--- config.mk ---
export PLATFORM = sky130hd
export DESIGN_NAME = div_shadow_tracker
export DESIGN_NICKNAME = d
export VERILOG_FILES = /design/src/rtl/dst_pkg.sv /design/src/rtl/dst_phi_sync.sv /design/src/rtl/dst_bridge_timer.sv /design/src/rtl/dst_shadow_counter.sv /design/src/rtl/div_shadow_tracker.sv
export SDC_FILE = /design/constraint.sdc
export NUM_CORES = 1
export LEC_CHECK = 0
export BUFFER_PORTS_ARGS = -buffer_cell sky130_fd_sc_hd__buf_2
export CORE_MARGIN = 2
export CORE_UTILIZATION = 61
export DETAILED_ROUTE_END_ITERATION = 12
export PLACE_DENSITY = 0.87
export SYNTH_ARGS = -nofsm -noshare
export SYNTH_HDL_FRONTEND = slang
export SYNTH_HIERARCHICAL = 1
export SYNTH_SLANG_ARGS = --single-unit
--- constraint.sdc ---
create_clock -name clk -period 7.2 [get_ports clk]
set_clock_uncertainty 0.2 [all_clocks]
set_input_delay 0.72 -clock clk [delete_from_list [all_inputs] [get_ports clk]]
set_output_delay 0.72 -clock clk [all_outputs]
set_load 0.005 [all_outputs]
--- src/rtl/dst_pkg.sv ---
package dst_pkg;

  typedef enum logic [1:0] {
    ST_OFF    = 2'd0,
    ST_BOOT   = 2'd1,
    ST_FOLLOW = 2'd2,
    ST_LOST   = 2'd3
  } trk_state_t;

  localparam logic [15:0] SEED_VALUE = 16'h8001;
  localparam logic [15:0] FETCH_ADDR = 16'h0100;
  localparam logic [15:0] DIV_ADDR   = 16'hFF04;

  // program-visible window of the shadow counter
  function automatic logic [7:0] visible_byte(input logic [15:0] cnt);
    return cnt[13:6];
  endfunction

  // clear has priority over an advance
  function automatic logic [15:0] next_count(input logic [15:0] cnt,
                                             input logic clr,
                                             input logic adv);
    if (clr) return 16'd0;
    if (adv) return cnt + 16'd1;
    return cnt;
  endfunction

  // bridge period in fast cycles: a full phi period once coasting,
  // one extra crystal tick of grace for the first missing edge
  function automatic int unsigned bridge_period(input logic coasting,
                                                input int unsigned quarter);
    return coasting ? 4 * quarter : 5 * quarter;
  endfunction

endpackage

--- src/rtl/dst_phi_sync.sv ---
module dst_phi_sync #(
  parameter int STAGES = 2
) (
  input  logic clk,
  input  logic rst_n,
  input  logic phi_in,
  output logic phi_rise
);
  // chain[STAGES-1] is the synchronized level, chain[STAGES] its history
  logic [STAGES:0] chain;

  // reset to ones so that a line held high yields no edge
  always_ff @(posedge clk or negedge rst_n) begin
    if (!rst_n) chain <= '1;
    else        chain <= {chain[STAGES-1:0], phi_in};
  end

  assign phi_rise = chain[STAGES-1] & ~chain[STAGES];
endmodule

--- src/rtl/dst_bridge_timer.sv ---
module dst_bridge_timer
  import dst_pkg::*;
#(
  parameter int QUARTER_CYC = 60,
  parameter int GAP_CYC     = 2000000
) (
  input  logic clk,
  input  logic rst_n,
  input  logic real_rise,
  input  logic enable,
  output logic synth_tick,
  output logic gap_expired
);
  localparam int LEAD_CYC = 5 * QUARTER_CYC;
  localparam int CNT_W    = $clog2(LEAD_CYC + 1);
  localparam int GAP_W    = $clog2(GAP_CYC + 1);

  logic [CNT_W-1:0] cnt_q;
  logic             coast_q;
  logic [GAP_W-1:0] gap_q;
  logic             period_done;

  always_comb begin
    period_done = (32'(cnt_q) + 32'd1) == bridge_period(coast_q, QUARTER_CYC);
  end

  // phase counter: restarted by every real edge (snap), free-running otherwise
  always_ff @(posedge clk or negedge rst_n) begin
    if (!rst_n) begin
      cnt_q   <= '0;
      coast_q <= 1'b0;
    end else if (real_rise) begin
      cnt_q   <= '0;
      coast_q <= 1'b0;
    end else if (period_done) begin
      cnt_q   <= '0;
      coast_q <= 1'b1;
    end else begin
      cnt_q   <= cnt_q + CNT_W'(1);
    end
  end

  // saturating gap counter since the last real edge
  always_ff @(posedge clk or negedge rst_n) begin
    if (!rst_n)                      gap_q <= '0;
    else if (real_rise)              gap_q <= '0;
    else if (gap_q != GAP_W'(GAP_CYC)) gap_q <= gap_q + GAP_W'(1);
  end

  assign synth_tick  = enable & period_done & ~real_rise;
  assign gap_expired = (gap_q == GAP_W'(GAP_CYC));
endmodule

--- src/rtl/dst_shadow_counter.sv ---
module dst_shadow_counter
  import dst_pkg::*;
#(
  parameter int TICK_W = 16
) (
  input  logic              clk,
  input  logic              rst_n,
  input  logic              seed,
  input  logic              clear,
  input  logic              advance,
  input  logic              boot_count_en,
  output logic [15:0]       count_q,
  output logic [TICK_W-1:0] boot_q
);
  always_ff @(posedge clk or negedge rst_n) begin
    if (!rst_n)    count_q <= '0;
    else if (seed) count_q <= SEED_VALUE;
    else           count_q <= next_count(count_q, clear, advance);
  end

  always_ff @(posedge clk or negedge rst_n) begin
    if (!rst_n)
      boot_q <= '0;
    else if (seed)
      boot_q <= TICK_W'(1);
    else if (boot_count_en && advance && (boot_q != '1))
      boot_q <= boot_q + TICK_W'(1);
  end
endmodule

--- src/rtl/div_shadow_tracker.sv ---
module div_shadow_tracker
  import dst_pkg::*;
#(
  parameter int QUARTER_CYC = 60,
  parameter int GAP_CYC     = 2000000,
  parameter int TICK_W      = 16,
  parameter int SYNC_STAGES = 2
) (
  input  logic              clk,
  input  logic              rst_n,
  input  logic              phi_in,
  input  logic [15:0]       addr,
  input  logic              wr_stb,
  output logic [15:0]       div_count,
  output logic [7:0]        div_byte,
  output logic              locked,
  output logic [TICK_W-1:0] boot_ticks
);
  trk_state_t state_q, state_d;

  logic phi_rise;
  logic synth_tick;
  logic gap_expired;
  logic fetch_hit;
  logic clear_hit;
  logic seeded;
  logic seed_now;
  logic advance;

  assign fetch_hit = (addr == FETCH_ADDR) && !wr_stb;
  assign clear_hit = (state_q == ST_FOLLOW) && wr_stb && (addr == DIV_ADDR);
  assign seeded    = (state_q != ST_OFF);
  assign seed_now  = !seeded && phi_rise;
  assign advance   = phi_rise | synth_tick;
  assign locked    = (state_q == ST_FOLLOW);

  dst_phi_sync #(.STAGES(SYNC_STAGES)) u_sync (
    .clk     (clk),
    .rst_n   (rst_n),
    .phi_in  (phi_in),
    .phi_rise(phi_rise)
  );

  dst_bridge_timer #(.QUARTER_CYC(QUARTER_CYC), .GAP_CYC(GAP_CYC)) u_bridge (
    .clk        (clk),
    .rst_n      (rst_n),
    .real_rise  (phi_rise),
    .enable     (locked),
    .synth_tick (synth_tick),
    .gap_expired(gap_expired)
  );

  dst_shadow_counter #(.TICK_W(TICK_W)) u_counter (
    .clk          (clk),
    .rst_n        (rst_n),
    .seed         (seed_now),
    .clear        (clear_hit),
    .advance      (advance),
    .boot_count_en(state_q == ST_BOOT),
    .count_q      (div_count),
    .boot_q       (boot_ticks)
  );

  always_comb begin
    state_d = state_q;
    unique case (state_q)
      ST_OFF:    if (phi_rise)    state_d = ST_BOOT;
      ST_BOOT:   if (fetch_hit)   state_d = ST_FOLLOW;
      ST_FOLLOW: if (gap_expired) state_d = ST_LOST;
      ST_LOST:   if (fetch_hit)   state_d = ST_FOLLOW;
      default:                    state_d = ST_OFF;
    endcase
  end

  always_ff @(posedge clk or negedge rst_n) begin
    if (!rst_n) state_q <= ST_OFF;
    else        state_q <= state_d;
  end

  assign div_byte = visible_byte(div_count);
endmodule

==> impl_metrics.env <==
export IMPL_numClockSinks=68
export IMPL_drv_cap=0
export IMPL_synth_area_mm2=0.00379
export IMPL_grt_pass1_wl_um=12700
export IMPL_end_kind="flop"
export IMPL_slew_headroom=0.440
export IMPL_switching_power_w=0.000298
export IMPL_area_delta_synth_final_pct=12.3
export IMPL_cts_made_buffers=9
export IMPL_slew_viol_final=0
export IMPL_p_per_area_mw_per_mm2=232
export IMPL_switching_share=0.302
export IMPL_die_area_mm2=0.00685
export IMPL_synth_seq_cells=68
export IMPL_vdd_ir_drop_max_mv=0.168
export IMPL_grt_pass1_vias=2870
export IMPL_worstSetupPathType="reg -> reg"
export IMPL_seq_area_mm2=0.00171
export IMPL_cp_data_required_time_ns=7.22
export IMPL_p_seq_frac=0.511
export IMPL_rows=28
export IMPL_postCtsResizedCells=0
export IMPL_grt_start_max_net_pins=69
export IMPL_layout_common_cells="dfrtp_1, buf_2, nor2_1"
export IMPL_dp_hpwl_um=5390
export IMPL_grt_use_total=0.245
export IMPL_drive_above_1_share=0.230
export IMPL_fin_nets=469
export IMPL_die_h_um=82.8
export IMPL_syn_num_nets=420
export IMPL_path_delay_family="simple AND/OR/NAND/NOR gates"
export IMPL_cts_clk_slew_worst_paths_ns=0.07
export IMPL_wl_um=8050
export IMPL_synth_edff_count=0
export IMPL_clock_latency_ns=0.34
export IMPL_hold_viol_final=0
export IMPL_crit_path_max_incr_delay_ns=0.74
export IMPL_finalWeightedCongestion=0.858
export IMPL_grt_setup_unrepaired="false"
export IMPL_n_antenna_cell=0
export IMPL_multi_input_area_mm2=0.00191
export IMPL_fmax_mhz=235
export IMPL_wl_per_cell_um=15.4
export IMPL_drc=0
export IMPL_synth_distinct_cells=56
export IMPL_vias_per_cell=6.04
export IMPL_slowest_stage="or4_2"
export IMPL_overflow=0
export IMPL_antenna_found_initial=0
export IMPL_utilization=0.714
export IMPL_synth_area_per_cell_um2=9.59
export IMPL_ys_flop_type="dfrtp_1"
export IMPL_met2_usage=0.389
export IMPL_core_mm2=0.00596
export IMPL_ctsHtreeMaxLevel=3
export IMPL_critPathBufInv=0
export IMPL_power_internal_w=0.000687
export IMPL_cts_setup_buffers=0
export IMPL_pwr_share_clk=0.308
export IMPL_met1_usage=0.319
export IMPL_layout_min_cycle_time_ns=4.25
export IMPL_ys_warn_count=6
export IMPL_p_leak_nw=1.83
export IMPL_cts_hold_buf=0
export IMPL_crit_fanout=13
export IMPL_cts_buffer_depth=2
export IMPL_die_w_um=82.8
export IMPL_final_common_cell="dfrtp_1"
export IMPL_status="finished, final reports clean"
export IMPL_worstPathCellList="ha_1 > or4b_4 > nor3_4 > o31ai_2 > a211oi_4 > and3b_1 > or2_2 > nand2_1 > or4_2 > a21oi_1 > mux2_2"
export IMPL_dr_pass1_iters=4
export IMPL_postRouteAntennaNets=0
export IMPL_worstMarginPinSlew_ns=0.840
export IMPL_setup_violations=0
export IMPL_drt_iter0_drc=254
export IMPL_finalCritPeriodShare=0.590
export IMPL_start_util=0.636
export IMPL_synth_async_sr_flop_share=1.00
export IMPL_grt_busiest_layer="met2"
export IMPL_vias=3157
export IMPL_start_kind="flop"
export IMPL_cts_root_buf="clkbuf_8"
export IMPL_n_fill_cell=440
export IMPL_io_pins=61
export IMPL_power_frac_comb=0.181
export IMPL_netlist_instances=395
export IMPL_yosysSeqAreaShare=0.450
export IMPL_finalSetupTns_ns=0
export IMPL_cts_tree="done"
export IMPL_worstPathArrival_ns=4.27
export IMPL_io_buffers=60
export IMPL_gr_usage_met3=0.0552
export IMPL_hp_class="reg -> reg"
## cells by family (layout without fill, tap and decap cells)
group / after synthesis / count (layout) / share of synthesized area
AOI/OAI and AO/OA: 51 / 51 / 0.0892
xor gates and xnor gates: 36 / 36 / 0.0869
adders and majority gates: 5 / 5 / 0.0165
buffers and inverters: 34 / 87 / 0.0463
DFF: 68 / 68 / 0.450
muxes: 6 / 6 / 0.0172
and+or+nand+nor: 195 / 195 / 0.293
## synth_stat cells, drive strengths merged, types with 6 or more instances
cell / number / share of area
or3: 9 / 0.015
nor2b: 9 / 0.017
a21oi: 20 / 0.026
o21ai: 8 / 0.011
dfrtp: 65 / 0.43
nor2: 47 / 0.047
nor3: 17 / 0.025
clkbuf: 10 / 0.0099
o31ai: 10 / 0.021
nor4: 8 / 0.017
or4: 10 / 0.020
buf: 15 / 0.027
nand2: 23 / 0.023
xor2: 16 / 0.037
inv: 9 / 0.0089
nand4: 15 / 0.025
xnor2: 19 / 0.044
and3: 6 / 0.0099
nand3: 20 / 0.028
## per-layer routing
metal / part of all wire / wire [µm]
met1: 0.46 / 3700
met3: 0.054 / 434
met2: 0.47 / 3790
met5: 0 / 0
met4: 0.015 / 119
## flip-flops by register name (all words and copies together) (netlist names)
| register | count |
|---|---|
| u_counter/count_q | 16 |
| u_bridge/coast_q | 1 |
| u_bridge/cnt_q | 9 |
| u_counter/boot_q | 16 |
| u_sync/chain | 3 |
| state_q | 2 |
| u_bridge/gap_q | 21 |
## power by group through the flow
stage	sequential, W	combinational, W	clock [W]
finish	0.000503	0.000178	0.000303
global route	0.000515	0.000200	0.000326
CTS	0.000502	0.000179	0.000311
detailed placement	0.000507	0.000177	0
global placement	0.000504	0.000168	0
floorplan	0.000489	0.000126	0
## per-stage QoR
step	setup WS (ns)	total power (W)	cell area, µm²	cells	hold slack [ns]
after floorplan	3.55	0.000615	3790	395	0.145
after global placement	3.25	0.000672	4070	508	0.146
after detailed placement	3.04	0.000684	4070	508	0.147
after CTS	3.01	0.000992	4250	523	0.156
after global routing	2.84	0.00104	4250	523	0.161
final	2.95	0.000984	4250	523	0.155
## cell type report
| cell class | count | share of cell area |
|---|---|---|
| clock inverters | 2 | 0.00824 |
| well taps | 75 | 0.0221 |
| clock buffers | 13 | 0.0350 |
| inverters | 9 | 0.00795 |
| flip-flops and latches | 68 | 0.401 |
| multi-input cells | 293 | 0.450 |
| repair buffers | 63 | 0.0759 |
## worst paths after layout
kind | startpoint | slack (ns) | to | cells past startpoint
worst max register to register | u_bridge/cnt_q[0] | 2.95 | u_counter/boot_q[7] | 11
worst max-delay path | u_bridge/cnt_q[0] | 2.95 | u_counter/boot_q[7] | 11
max in group asynchronous | rst_n | 5.89 | u_counter/boot_q[8] | 2
worst min-delay path | u_sync/chain[0] | 0.16 | u_sync/chain[1] | 0
min in group asynchronous | rst_n | 0.37 | u_bridge/cnt_q[3] | 2
worst min register to register | u_sync/chain[0] | 0.16 | u_sync/chain[1] | 0
(Power assumes the default switching activity.)
